### config.mk
export PLATFORM = sky130hd
export DESIGN_NAME = fa_tlb
export DESIGN_NICKNAME = d
export VERILOG_FILES = /design/src/rtl/fa_tlb_pkg.sv /design/src/rtl/tlb_slot_lfsr.sv /design/src/rtl/tlb_cam_match.sv /design/src/rtl/tlb_fault_fsm.sv /design/src/rtl/fa_tlb.sv
export SDC_FILE = /design/constraint.sdc
export NUM_CORES = 1
export LEC_CHECK = 0
export BUFFER_PORTS_ARGS = -buffer_cell sky130_fd_sc_hd__buf_2
export CAP_MARGIN = 0
export CORE_UTILIZATION = 55
export CTS_CLUSTER_SIZE = 10
export DETAILED_ROUTE_END_ITERATION = 10
export PLACE_DENSITY_LB_ADDON = 0.08
export SLEW_MARGIN = 20
export SYNTH_ARGS = -nofsm -noshare
export SYNTH_HDL_FRONTEND = slang
export SYNTH_SLANG_ARGS = --single-unit
### constraint.sdc
create_clock -name clk -period 7.1 [get_ports clk]
set_input_delay 1.775 -clock clk [delete_from_list [all_inputs] [get_ports clk]]
set_output_delay 1.775 -clock clk [all_outputs]
set_load 0.02 [all_outputs]
### src/rtl/fa_tlb_pkg.sv
package fa_tlb_pkg;

    typedef enum logic [1:0] {
        ST_CLEAN  = 2'd0,
        ST_MISS   = 2'd1,
        ST_MODIFY = 2'd2
    } fault_state_e;

endpackage

### src/rtl/tlb_slot_lfsr.sv
module tlb_slot_lfsr #(
    parameter int W = 4
) (
    input  logic         clk,
    input  logic         rst_n,
    output logic [W-1:0] slot
);
    logic [W-1:0] st;
    logic         fb_base;
    logic         fb;

    generate
        if (W == 3) begin : g_w3
            assign fb_base = st[2] ^ st[1];
        end else if (W == 5) begin : g_w5
            assign fb_base = st[4] ^ st[2];
        end else begin : g_w4
            assign fb_base = st[W-1] ^ st[W-2];
        end
    endgenerate

    // the extra term splices the all-zero state into the cycle
    assign fb = fb_base ^ (st[W-2:0] == '0);

    always_ff @(posedge clk or negedge rst_n) begin
        if (!rst_n) st <= '0;
        else        st <= {st[W-2:0], fb};
    end

    assign slot = st;
endmodule

### src/rtl/tlb_cam_match.sv
module tlb_cam_match #(
    parameter int ENTRIES = 16,
    parameter int TAG_W   = 20,
    localparam int IDX_W  = $clog2(ENTRIES)
) (
    input  logic [ENTRIES-1:0] valid,
    input  logic [TAG_W-1:0]   tags [ENTRIES],
    input  logic [TAG_W-1:0]   key,
    output logic               any,
    output logic [IDX_W-1:0]   idx
);
    logic [ENTRIES-1:0] match;

    generate
        for (genvar i = 0; i < ENTRIES; i++) begin : g_cmp
            assign match[i] = valid[i] && (tags[i] == key);
        end
    endgenerate

    // tags are unique among valid entries, so an OR of indices encodes
    always_comb begin
        idx = '0;
        for (int i = 0; i < ENTRIES; i++) begin
            if (match[i]) idx = idx | IDX_W'(i);
        end
    end

    assign any = |match;
endmodule

### src/rtl/tlb_fault_fsm.sv
module tlb_fault_fsm
    import fa_tlb_pkg::*;
#(
    parameter int VPN_W = 20
) (
    input  logic             clk,
    input  logic             rst_n,
    input  logic             lk_valid,
    input  logic             lk_store,
    input  logic [VPN_W-1:0] lk_vpn,
    input  logic             hit,
    input  logic             hit_dirty,
    output logic             miss_exc,
    output logic             mod_exc,
    output logic [VPN_W-1:0] fault_vpn
);
    fault_state_e state, state_nx;

    always_comb begin
        if (lk_valid && !hit)                        state_nx = ST_MISS;
        else if (lk_valid && lk_store && !hit_dirty) state_nx = ST_MODIFY;
        else                                         state_nx = ST_CLEAN;
    end

    always_ff @(posedge clk or negedge rst_n) begin
        if (!rst_n) begin
            state     <= ST_CLEAN;
            fault_vpn <= '0;
        end else begin
            state <= state_nx;
            if (state_nx != ST_CLEAN) fault_vpn <= lk_vpn;
        end
    end

    always_comb begin
        miss_exc = 1'b0;
        mod_exc  = 1'b0;
        unique case (state)
            ST_CLEAN:  ;
            ST_MISS:   miss_exc = 1'b1;
            ST_MODIFY: mod_exc  = 1'b1;
            default:   ;
        endcase
    end
endmodule

### src/rtl/fa_tlb.sv
module fa_tlb #(
    parameter int VPN_W   = 20,
    parameter int PPN_W   = 20,
    parameter int ENTRIES = 16
) (
    input  logic             clk,
    input  logic             rst_n,
    input  logic             flush,
    input  logic             lk_valid,
    input  logic             lk_store,
    input  logic [VPN_W-1:0] lk_vpn,
    output logic             hit,
    output logic [PPN_W-1:0] hit_ppn,
    output logic             hit_dirty,
    output logic             miss_exc,
    output logic             mod_exc,
    output logic [VPN_W-1:0] fault_vpn,
    input  logic             wr_en,
    input  logic             sup_mode,
    input  logic [VPN_W-1:0] wr_vpn,
    input  logic [PPN_W-1:0] wr_ppn,
    input  logic             wr_dirty
);
    localparam int IDX_W = $clog2(ENTRIES);

    logic [ENTRIES-1:0] e_valid;
    logic [ENTRIES-1:0] e_dirty;
    logic [VPN_W-1:0]   e_vpn [ENTRIES];
    logic [PPN_W-1:0]   e_ppn [ENTRIES];

    logic               lk_any, wr_any, wr_take;
    logic [IDX_W-1:0]   lk_idx, wr_idx, rnd_slot, wr_slot;

    tlb_slot_lfsr #(.W(IDX_W)) u_lfsr (
        .clk(clk), .rst_n(rst_n), .slot(rnd_slot)
    );

    tlb_cam_match #(.ENTRIES(ENTRIES), .TAG_W(VPN_W)) u_lk_cam (
        .valid(e_valid), .tags(e_vpn), .key(lk_vpn), .any(lk_any), .idx(lk_idx)
    );

    tlb_cam_match #(.ENTRIES(ENTRIES), .TAG_W(VPN_W)) u_wr_cam (
        .valid(e_valid), .tags(e_vpn), .key(wr_vpn), .any(wr_any), .idx(wr_idx)
    );

    assign hit       = lk_valid && lk_any;
    assign hit_ppn   = hit ? e_ppn[lk_idx] : '0;
    assign hit_dirty = hit && e_dirty[lk_idx];

    assign wr_take = wr_en && sup_mode && !flush;
    assign wr_slot = wr_any ? wr_idx : rnd_slot;

    always_ff @(posedge clk or negedge rst_n) begin
        if (!rst_n) begin
            e_valid <= '0;
            e_dirty <= '0;
        end else if (flush) begin
            e_valid <= '0;
        end else if (wr_take) begin
            e_valid[wr_slot] <= 1'b1;
            e_dirty[wr_slot] <= wr_dirty;
        end
    end

    always_ff @(posedge clk) begin
        if (wr_take) begin
            e_vpn[wr_slot] <= wr_vpn;
            e_ppn[wr_slot] <= wr_ppn;
        end
    end

    tlb_fault_fsm #(.VPN_W(VPN_W)) u_fsm (
        .clk(clk), .rst_n(rst_n),
        .lk_valid(lk_valid), .lk_store(lk_store), .lk_vpn(lk_vpn),
        .hit(hit), .hit_dirty(hit_dirty),
        .miss_exc(miss_exc), .mod_exc(mod_exc), .fault_vpn(fault_vpn)
    );
endmodule

Word-level counts from Yosys, hierarchy flattened --
Memory sizes are Yosys's and may differ from the RTL's. Index checks and enable logic that the tools add are counted.
Word-level totals: register bits after elaboration 378, memory bits (writable) 320, input port bits 68, output and inout port bits 44, word-level logic and storage cells 164, memories kept 1
Memory list:
- e_ppn | words 16, bits a word 20, read ports 1, clocked after memory_dff 0, write ports 1, line fa_tlb.sv:29 | logic [PPN_W-1:0] e_ppn [ENTRIES];
Cells by class: magnitude comparators 5, eq/ne operators 34, multiplexer cells 48, bitwise operators 5, reduce and logical (&&, ||, !) cells 50
Operators with widths (number):
- == test 20 bit | 32
- bitwise mux 320 bit | 1
- demux 20 bit (select 4 bit) | 1
- two-way mux 4 bit | 17
- logical AND 1 bit | 41
- two-way mux 20 bit | 2
- two-way mux 16 bit | 2
- OR reduction 16 bit | 2
- two-way mux 3 bit | 8
- bitwise mux 16 bit | 1
- OR 16 bit | 1
- two-way mux 2 bit | 6
- less-than comparator 4 x 5 -> 1 bit (second input constant) | 2
- two-way mux 1 bit | 8
- >= comparator 5 bit (second input constant) | 1
- less-than comparator 5 x 1 -> 1 bit (second input constant) | 1
- inverter 4 -> 5 bit | 1
- binary-select mux 1 bit (select 4 bit) | 1
- demux 1 bit (select 4 bit) | 1
- >= comparator 4 x 1 -> 1 bit (second input constant) | 1
- nonzero test 2 bit | 2
- zero test 1 bit | 3
- zero test 3 bit | 1
- == test 2 x 1 -> 1 bit (second input constant) | 1
- other kinds (4) | 5

Logic depth before layout (Yosys ltp) --
Gate-level depths: netlist of the first run.
word-level depth 25, gate-level depth with buffers 14, gate-level depth less buffers 10

Hierarchy --
A second synthesis of the first run with hierarchy kept.
Unflattened totals: cells, all modules 2135, area total of the unflattened synthesis 32655.1 µm²
By module, submodules not included:
- fa_tlb | instances 1, cells an instance 1092, area each 23573.9 µm²
- tlb_cam_match | instances 2, cells an instance 493, area each 4057.6 µm²
- tlb_fault_fsm | instances 1, cells an instance 51, area each 849.6 µm²
- tlb_slot_lfsr | instances 1, cells an instance 6, area each 116.4 µm²

Worst setup path after synthesis of the first run --
Ideal clock, no wire load.
path type in2out, start in lk_vpn[9], end out hit_ppn[10], arrival 4.680 ns, data required time 5.325 ns, path slack 0.645 ns, cell stages on the path 13, buffers on the path 4, cell sequence buf_2 > xor2_1 > or4_1 > nor4_1 > a22oi_1 > nand4_1 > buf_4 > buf_4 > buf_4 > mux2i_1 > a211oi_1 > a211oi_1 > a211oi_1
Between the ends: cells in the longest elaborated chain, start to end 19, elaborated cells between the ends (all ways) 51, those cells by class 16 x eq/ne; 16 x mux; 18 x reduce/logical; 1 x memory
RTL lines:
- start, declared | line fa_tlb.sv:11 | input logic [VPN_W-1:0] lk_vpn,
- == test 20 bit | line tlb_cam_match.sv:16 | assign match[i] = valid[i] && (tags[i] == key);
- logical AND 1 bit | line tlb_cam_match.sv:16
- two-way mux 1 bit | line tlb_cam_match.sv:24 | if (match[i]) idx = idx | IDX_W'(i);
- two-way mux 2 bit (2 in series) | line tlb_cam_match.sv:24
- two-way mux 3 bit (4 in series) | line tlb_cam_match.sv:24
- two-way mux 4 bit (8 in series) | line tlb_cam_match.sv:24
- memory (16 x 20 bit)
- two-way mux 20 bit (*) | line fa_tlb.sv:47 | assign hit_ppn = hit ? e_ppn[lk_idx] : '0;
- end, declared | line fa_tlb.sv:13 | output logic [PPN_W-1:0] hit_ppn,
Mark *: on every way between the ends. The rest lies on a longest branch, timed or not.

Worst setup path after layout of the first run --
start in lk_vpn[10], end out hit_ppn[5]
Same word-level chain as after synthesis.

==> results of run 1 <==
kinds of logic after synthesis:
logic type	synth area share
mux	0.0701
simple gates	0.0776
compound gates	0.0362
flops	0.623
xor+xnor	0.170
buf+inv	0.0230
Yosys cell counts, drive strengths merged (2+ instances only):
library cell / number / share of area
nand4: 139 / 0.027
a21o: 8 / 0.0018
nand2b: 4 / 0.00075
buf: 110 / 0.018
and2: 5 / 0.00094
o311ai: 2 / 0.00053
edfxtp: 640 / 0.58
nor3: 18 / 0.0027
nand4b: 3 / 0.00079
xnor2: 485 / 0.13
a22oi: 15 / 0.0034
or2: 4 / 0.00075
a21oi: 63 / 0.0096
mux2i: 95 / 0.029
mux2: 116 / 0.041
xor2: 159 / 0.042
or4b: 5 / 0.0015
nor2b: 5 / 0.00094
nor2: 93 / 0.011
o41ai: 2 / 0.00053
nor3b: 8 / 0.0018
a211oi: 80 / 0.018
and3: 14 / 0.0026
o21ai: 8 / 0.0012
clkbuf: 23 / 0.0026
dfrtp: 58 / 0.044
nand3: 48 / 0.0072
nand2: 24 / 0.0027
inv: 20 / 0.0023
or4: 15 / 0.0034
nor4: 72 / 0.014
per-stage QoR:
step | worst slack, ns | instances | power (µW) | TNS (ns)
2_1_floorplan | 0.645 | 2348 | 4930 | 0
3_3_place_gp | -0.00793 | 3256 | 5200 | -0.00793
3_5_place_dp | 0.00365 | 3256 | 5210 | 0
4_1_cts | 0.00143 | 3387 | 8950 | 0
5_1_grt | 0.00839 | 3389 | 9150 | 0
6_report | 0.0135 | 3389 | 8920 | 0
final cells by class:
cell class	instances	area, µm²	share of cell area
diodes	1	2.50	0.0000655
clock inverters	9	138	0.00360
multi-input cells	1496	11800	0.310
flip-flops and latches	698	20700	0.541
clock buffers	122	2210	0.0579
inverters	21	78.8	0.00206
well taps	773	967	0.0253
repair buffers	269	2280	0.0598
final timing paths:
path,start,slack (ns),depth (start not counted),end
min in group asynchronous,rst_n,1.34,2,e_valid[12]
min reg2reg,u_lfsr.slot[1],0.40,0,u_lfsr.slot[2]
max,lk_vpn[10],0.01,12,hit_ppn[5]
max reg2reg,e_vpn[28],2.70,15,u_fsm.fault_vpn[5]
min,u_lfsr.slot[1],0.40,0,u_lfsr.slot[2]
max in group asynchronous,rst_n,5.16,2,e_valid[4]
repair_timing:
item / CTS / global route
resized for setup: 1 / 7
cloned: 0 / 1
pin swaps: 0 / 2
setup endpoints to repair: 1 / 9
worst reg2reg max path: stages, from the launching register on:
cell      delay [ns]
edfxtp_1        0.47
xor2_1          0.27
or4_1           0.57
nor4_2          0.34
buf_4           0.17
a22oi_1         0.16
nand4_1         0.22
buf_12          0.21
buf_12          0.25
mux2i_1         0.24
mux2i_1         0.10
buf_4           0.18
buf_4           0.13
a221o_1         0.35
buf_4           0.26
mux2_4          0.34
layer usage:
layer | GRT usage | up-vias
li1 | - | 9164
met1 | 0.433 | 10604
met2 | 0.516 | 989
met3 | 0.0453 | 260
met4 | 0.139 | 0
met5 | 0 | -
report_power, final:
group          leakage (µW)  internal [µW]  total, µW  switching [µW]
Combinational       0.00480            217        606             388
Clock               0.00112           2150       3780            1640
Sequential          0.00650           4520       4530            14.4
Total                0.0124           6880       8920            2040
state kept, by name, indices dropped and copies added, names as in the netlist:
name and flops:
e_vpn 320, u_lfsr.slot 4, e_dirty 16, e_valid 16
u_fsm.fault_vpn 20, u_fsm.state 2, e_ppn 320
==> out/summary.txt, run 1 <==
Syn Area/Cell = 14.1 µm²
highest routed layer = met4
crit-path cells = buf_2 -> buf_4 -> xor2_1 -> nor4_1 -> nand4_1 -> o41ai_1 -> nor4_1 -> buf_4 -> nand2b_1 -> buf_12 -> a211oi_1 -> buf_2
Post-synth ARST share = 0.0831
slowest stage cell, crit path = o41ai_1
Yosys Warn Count = 0
final hold slack = 0.402 ns
Syn Inst Count = 2348
H-tree levels = 3
Area Overhead vs Synth = 15.1%
first-pass GRT wire length = 140 mm
slew margin rel. = 0.383
Max Clk Rate = 0.141 GHz
Max-Cap Viols = 0
power density over cell area = 234 nW/µm²
failing checks = DRC
most frequent cells in the layout = edfxtp_1 (640), xnor2_1 (485), xor2_1 (159)
Largest delay share family, worst path = buffers and inverters
grt ovf = 0
Max FO, Critical Path = 20
nets@finish = 2635
vias in the first global route = 20904
Reg clk slew, reported paths = 0.06 ns
routability congestion estimate = 1.02
Die Footprint = 61300 µm²
dpl hpwl = 62.1 mm
endpoints failing hold = 0
antenna violations before repair = 1
CTS tree = yes
status = complete, but fails checks
commonest non-fill, non-tap cell in the layout = edfxtp_1
fin crit share = 0.998
data required time of the worst path = 5.33 ns
Setup crit end kind = output port
utilization after layout = 0.643
postcts setup bufs = 0
worst path buffer plus inverter count = 5
largest net degree at the start of global routing = 59
Startpoint Class = primary input
antenna-violating nets left = 0
routed vias = 21017
Final Max Tran Viols = 0
drt first pass iters = 9
Synth Register Bits = 698
Die Height = 248 µm
Setup-failing EPs final = 0
fin area = 38200 µm²
CTS root buffer = clkbuf_16
filler instances = 4378
Clock Latency Late Sink = 0.65 ns
post-synthesis sequential area ratio = 0.623
unique cell type count in the Yosys netlist = 47
WL/cell = 28.3 µm
CP arrival = 5.31 ns
number of synthesized flops with an enable pin = 640
critical path type = in2out
detailed route wirelength on metal2 = 45.5 mm
unrepaired setup endpoints after global routing = false
final wirelength = 96.0 mm
count of clock tree sinks = 698
Min-Delay Path Class = reg2reg
Clock Path Buffers = 3
DR DRC count = 4
Core Box Area = 59400 µm²
Ports = 112
num rows = 89
TritonCTS buffer count = 81
clk_skew = 0.0242 ns
top_reg_cell synth = edfxtp_1
Final min period = 7.09 ns
Worst-Margin Slew = 0.918 ns
Starting Density = 0.559
Hold Buf Count CTS = 0
Mapped Nets = 2416
GRT Overall Usage = 0.320
vias per inst = 6.20
Die W = 248 µm
max incr delay on CP = 0.69 ns
Max rail drop VDD = 218 µV
met3 WL post-DR = 7.04 mm
Metal-1 WL = 39.1 mm
initial drt markers = 2108
synthesized area = 33200 µm²
Leak = 0.0124 µW
IO buf count = 111
area of placed instances = 35800 µm²
layout cells sized above 1 = 0.171
No activity file was read; power rests on OpenSTA's default activity.
==> run 2: changes to the inputs <==
--- a/config.mk
+++ b/config.mk
@@ -11,5 +11,5 @@
 export CTS_CLUSTER_SIZE = 10
 export DETAILED_ROUTE_END_ITERATION = 10
-export PLACE_DENSITY_LB_ADDON = 0.08
+export PLACE_DENSITY = 0.8
 export SLEW_MARGIN = 20
 export SYNTH_ARGS = -nofsm -noshare
==> constraint.sdc (replaced) <==
create_clock -name clk -period 7.1 [get_ports clk]
set_input_delay 0.71 -clock clk [delete_from_list [all_inputs] [get_ports clk]]
set_output_delay 0.71 -clock clk [all_outputs]
set_load 0.02 [all_outputs]
==> run 2 against run 1 <==
  * Die area is the same
  * Power grew 0.11%
  * The flow still finishes with violations (DRC)
  * Global-route usage shrank 1.5 points
  * Combinational power shrank 7.6%
  * First-iteration DRC count up 21%
  * Core utilization down 1.8 points
  * Sequential share of layout area is 1.5 points higher
  * Largest power group unchanged
==> out/summary.txt, run 2 (synthesized netlist as in run 1, its figures left out) <==
status = complete, but fails checks
failing checks = DRC
fin cells = 3308 (-2.4%)
Die Footprint = 61300 µm² (unchanged)
fin area = 37100 µm² (-2.8%)
Final Max Tran Viols = 0 (unchanged)
critical path type = in2out
final wirelength = 92.5 mm (-3.7%)
clk_skew = 0.0327 ns (+0.00851 ns)
antenna violations before repair = 4 (+3)
max incr delay on CP = 0.70 ns (about the same)
area of placed instances = 34700 µm² (-3.0%)
drt first pass iters = 9 (unchanged)
slowest stage cell, crit path = buf_2
DR DRC count = 16 (+12)
placed insts = 3173 (-2.5%)
power density over cell area = 240 nW/µm² (+3.0%)
slew margin rel. = 0.252 (-0.130)
initial drt markers = 2559 (+21%)
Largest regs = e_ppn: 320 flops, e_vpn: 320 flops, u_fsm.fault_vpn: 20 flops
most used cell, CP = a211oi_1
Final min period = 5.85 ns (-1.24 ns)
utilization after layout = 0.626 (-0.0178)
source of the worst register-to-register timing path = e_vpn[80]
data required time of the worst path = 6.39 ns (+1.06 ns)
Max FO, Critical Path = 26 (+30%)
H-tree levels = 3 (unchanged)
CTS tree = yes
Min-Delay Path Class = in2async
reg-to-reg endpoint = e_ppn[9][4]
vias in the first global route = 21572 (+3.2%)
first-pass GRT wire length = 136 mm (-2.8%)
layout cells sized above 1 = 0.142 (-0.0288)
commonest non-fill, non-tap cell in the layout = edfxtp_1
Worst-Margin Slew = 1.12 ns (+0.202 ns)
Setup WS post-layout = 1.25 ns (+1.24 ns)
vias per inst = 6.40 (+3.1%)
fin crit share = 0.824 (-0.174)
Setup crit end kind = output port
Max Clk Rate = 0.171 GHz (+21%)
setup slack, reg-to-reg = 2.16 ns (-0.54 ns)
grt ovf = 0 (unchanged)
Post-Place Setup Slack = 1.39 ns (+1.39 ns)
Largest delay share family, worst path = simple AND/OR/NAND/NOR gates
nets@finish = 2552 (-3.1%)
Leak = 0.0119 µW (-4.3%)
CTS-repair resized insts = 0 (-1)
Die W = 248 µm (unchanged)
Area Overhead vs Synth = 11.9%
Max-Cap Viols = 0 (unchanged)
unrepaired setup endpoints after global routing = false
Max rail drop VDD = 268 µV (+23%)
Die Height = 248 µm (unchanged)
Setup-failing EPs final = 0 (unchanged)
most frequent cells in the layout = edfxtp_1 (640), xnor2_1 (485), xor2_1 (159)
Starting Density = 0.559 (unchanged)
crit-path cells = buf_2 -> xor2_1 -> or4_1 -> nor4_1 -> a22oi_1 -> nand4_1 -> buf_4 -> mux2_1 -> nor2_1 -> a211oi_1 -> a211oi_1 -> a211oi_1 -> buf_2
num rows = 89 (unchanged)
routability congestion estimate = 0.979 (-4.1%)
dpl hpwl = 56.7 mm (-8.7%)
largest net degree at the start of global routing = 75 (+27%)
TritonCTS buffer count = 81 (unchanged)
count of clock tree sinks = 698 (unchanged)
CTS root buffer = clkbuf_16
worst path buffer plus inverter count = 3 (-2)
Core Box Area = 59400 µm² (unchanged)
postcts setup bufs = 0 (unchanged)
GRT Overall Usage = 0.304 (-0.0151)
Reg2Reg Depth = 10 (-5)
Ports = 112 (unchanged)
IO buf count = 111 (unchanged)
routed vias = 21158 (+0.67%)
WL/cell = 28.0 µm (-1.3%)
CP arrival = 5.14 ns (-0.17 ns)
Reg clk slew, reported paths = 0.06 ns (about the same)
Clock Latency Late Sink = 0.64 ns (about the same)
Hold Buf Count CTS = 0 (unchanged)
Startpoint Class = primary input
endpoints failing hold = 0 (unchanged)
antenna-violating nets left = 0 (unchanged)
Fin Setup TNS = 0 ns (unchanged)
Clock Path Buffers = 3 (unchanged)
[run 2: metrics by stage]
stage | hold WS [ns] | power (µW)
5_1_grt | 0.307 | 9120
2_1_floorplan | 0.367 | 4930
3_5_place_dp | 0.394 | 5160
4_1_cts | 0.280 | 8930
6_report | 0.270 | 8930
3_3_place_gp | 0.375 | 5150
[run 2: routing by layer]
layer  share of wire  GRT usage
met1            0.37      0.388
met2            0.47      0.491
met3            0.10     0.0652
met4           0.054      0.156
met5         0.00034          0
[run 2: power breakdown]
| group | internal, µW | switching [µW] | total, µW |
|---|---|---|---|
| registers | 4520 | 19.2 | 4540 |
| logic | 186 | 373 | 560 |
| clock network | 2190 | 1640 | 3840 |
| total | 6890 | 2040 | 8930 |
[run 2: how the worst max path moves through the flow]
stage	from	end	slack, ns	depth (start not counted)
floorplan	wr_vpn[15]	e_dirty[9]	2.02	10
global placement	lk_vpn[5]	hit_ppn[3]	1.38	13
detailed placement	lk_vpn[8]	hit_ppn[3]	1.39	13
CTS	lk_vpn[5]	hit_ppn[3]	1.36	13
global route	lk_vpn[5]	hit_ppn[3]	1.12	13
finish	lk_vpn[5]	hit_ppn[14]	1.25	13
[run 2: worst reg2reg max path: stages, from the launching register on]
cell,delay [ns]
edfxtp_1,0.46
xnor2_1,0.18
nand4_1,0.15
nor4_1,0.84
a22oi_1,0.36
o41ai_1,0.32
nor4_1,0.15
nor3b_1,0.62
nand2b_1,0.29
nor2_4,0.71
buf_4,0.51
[run 2: area by class of cell]
class / count / area [µm²]
Clock inverter: 7 / 134
Timing Repair Buffer: 186 / 1210
Multi-Input combinational cell: 1496 / 11800
Clock buffer: 125 / 2250
Inverter: 21 / 81.3
Sequential cell: 698 / 20700
Fill cell: 4223 / 22200
Tap cell: 773 / 967
Antenna cell: 2 / 5.00
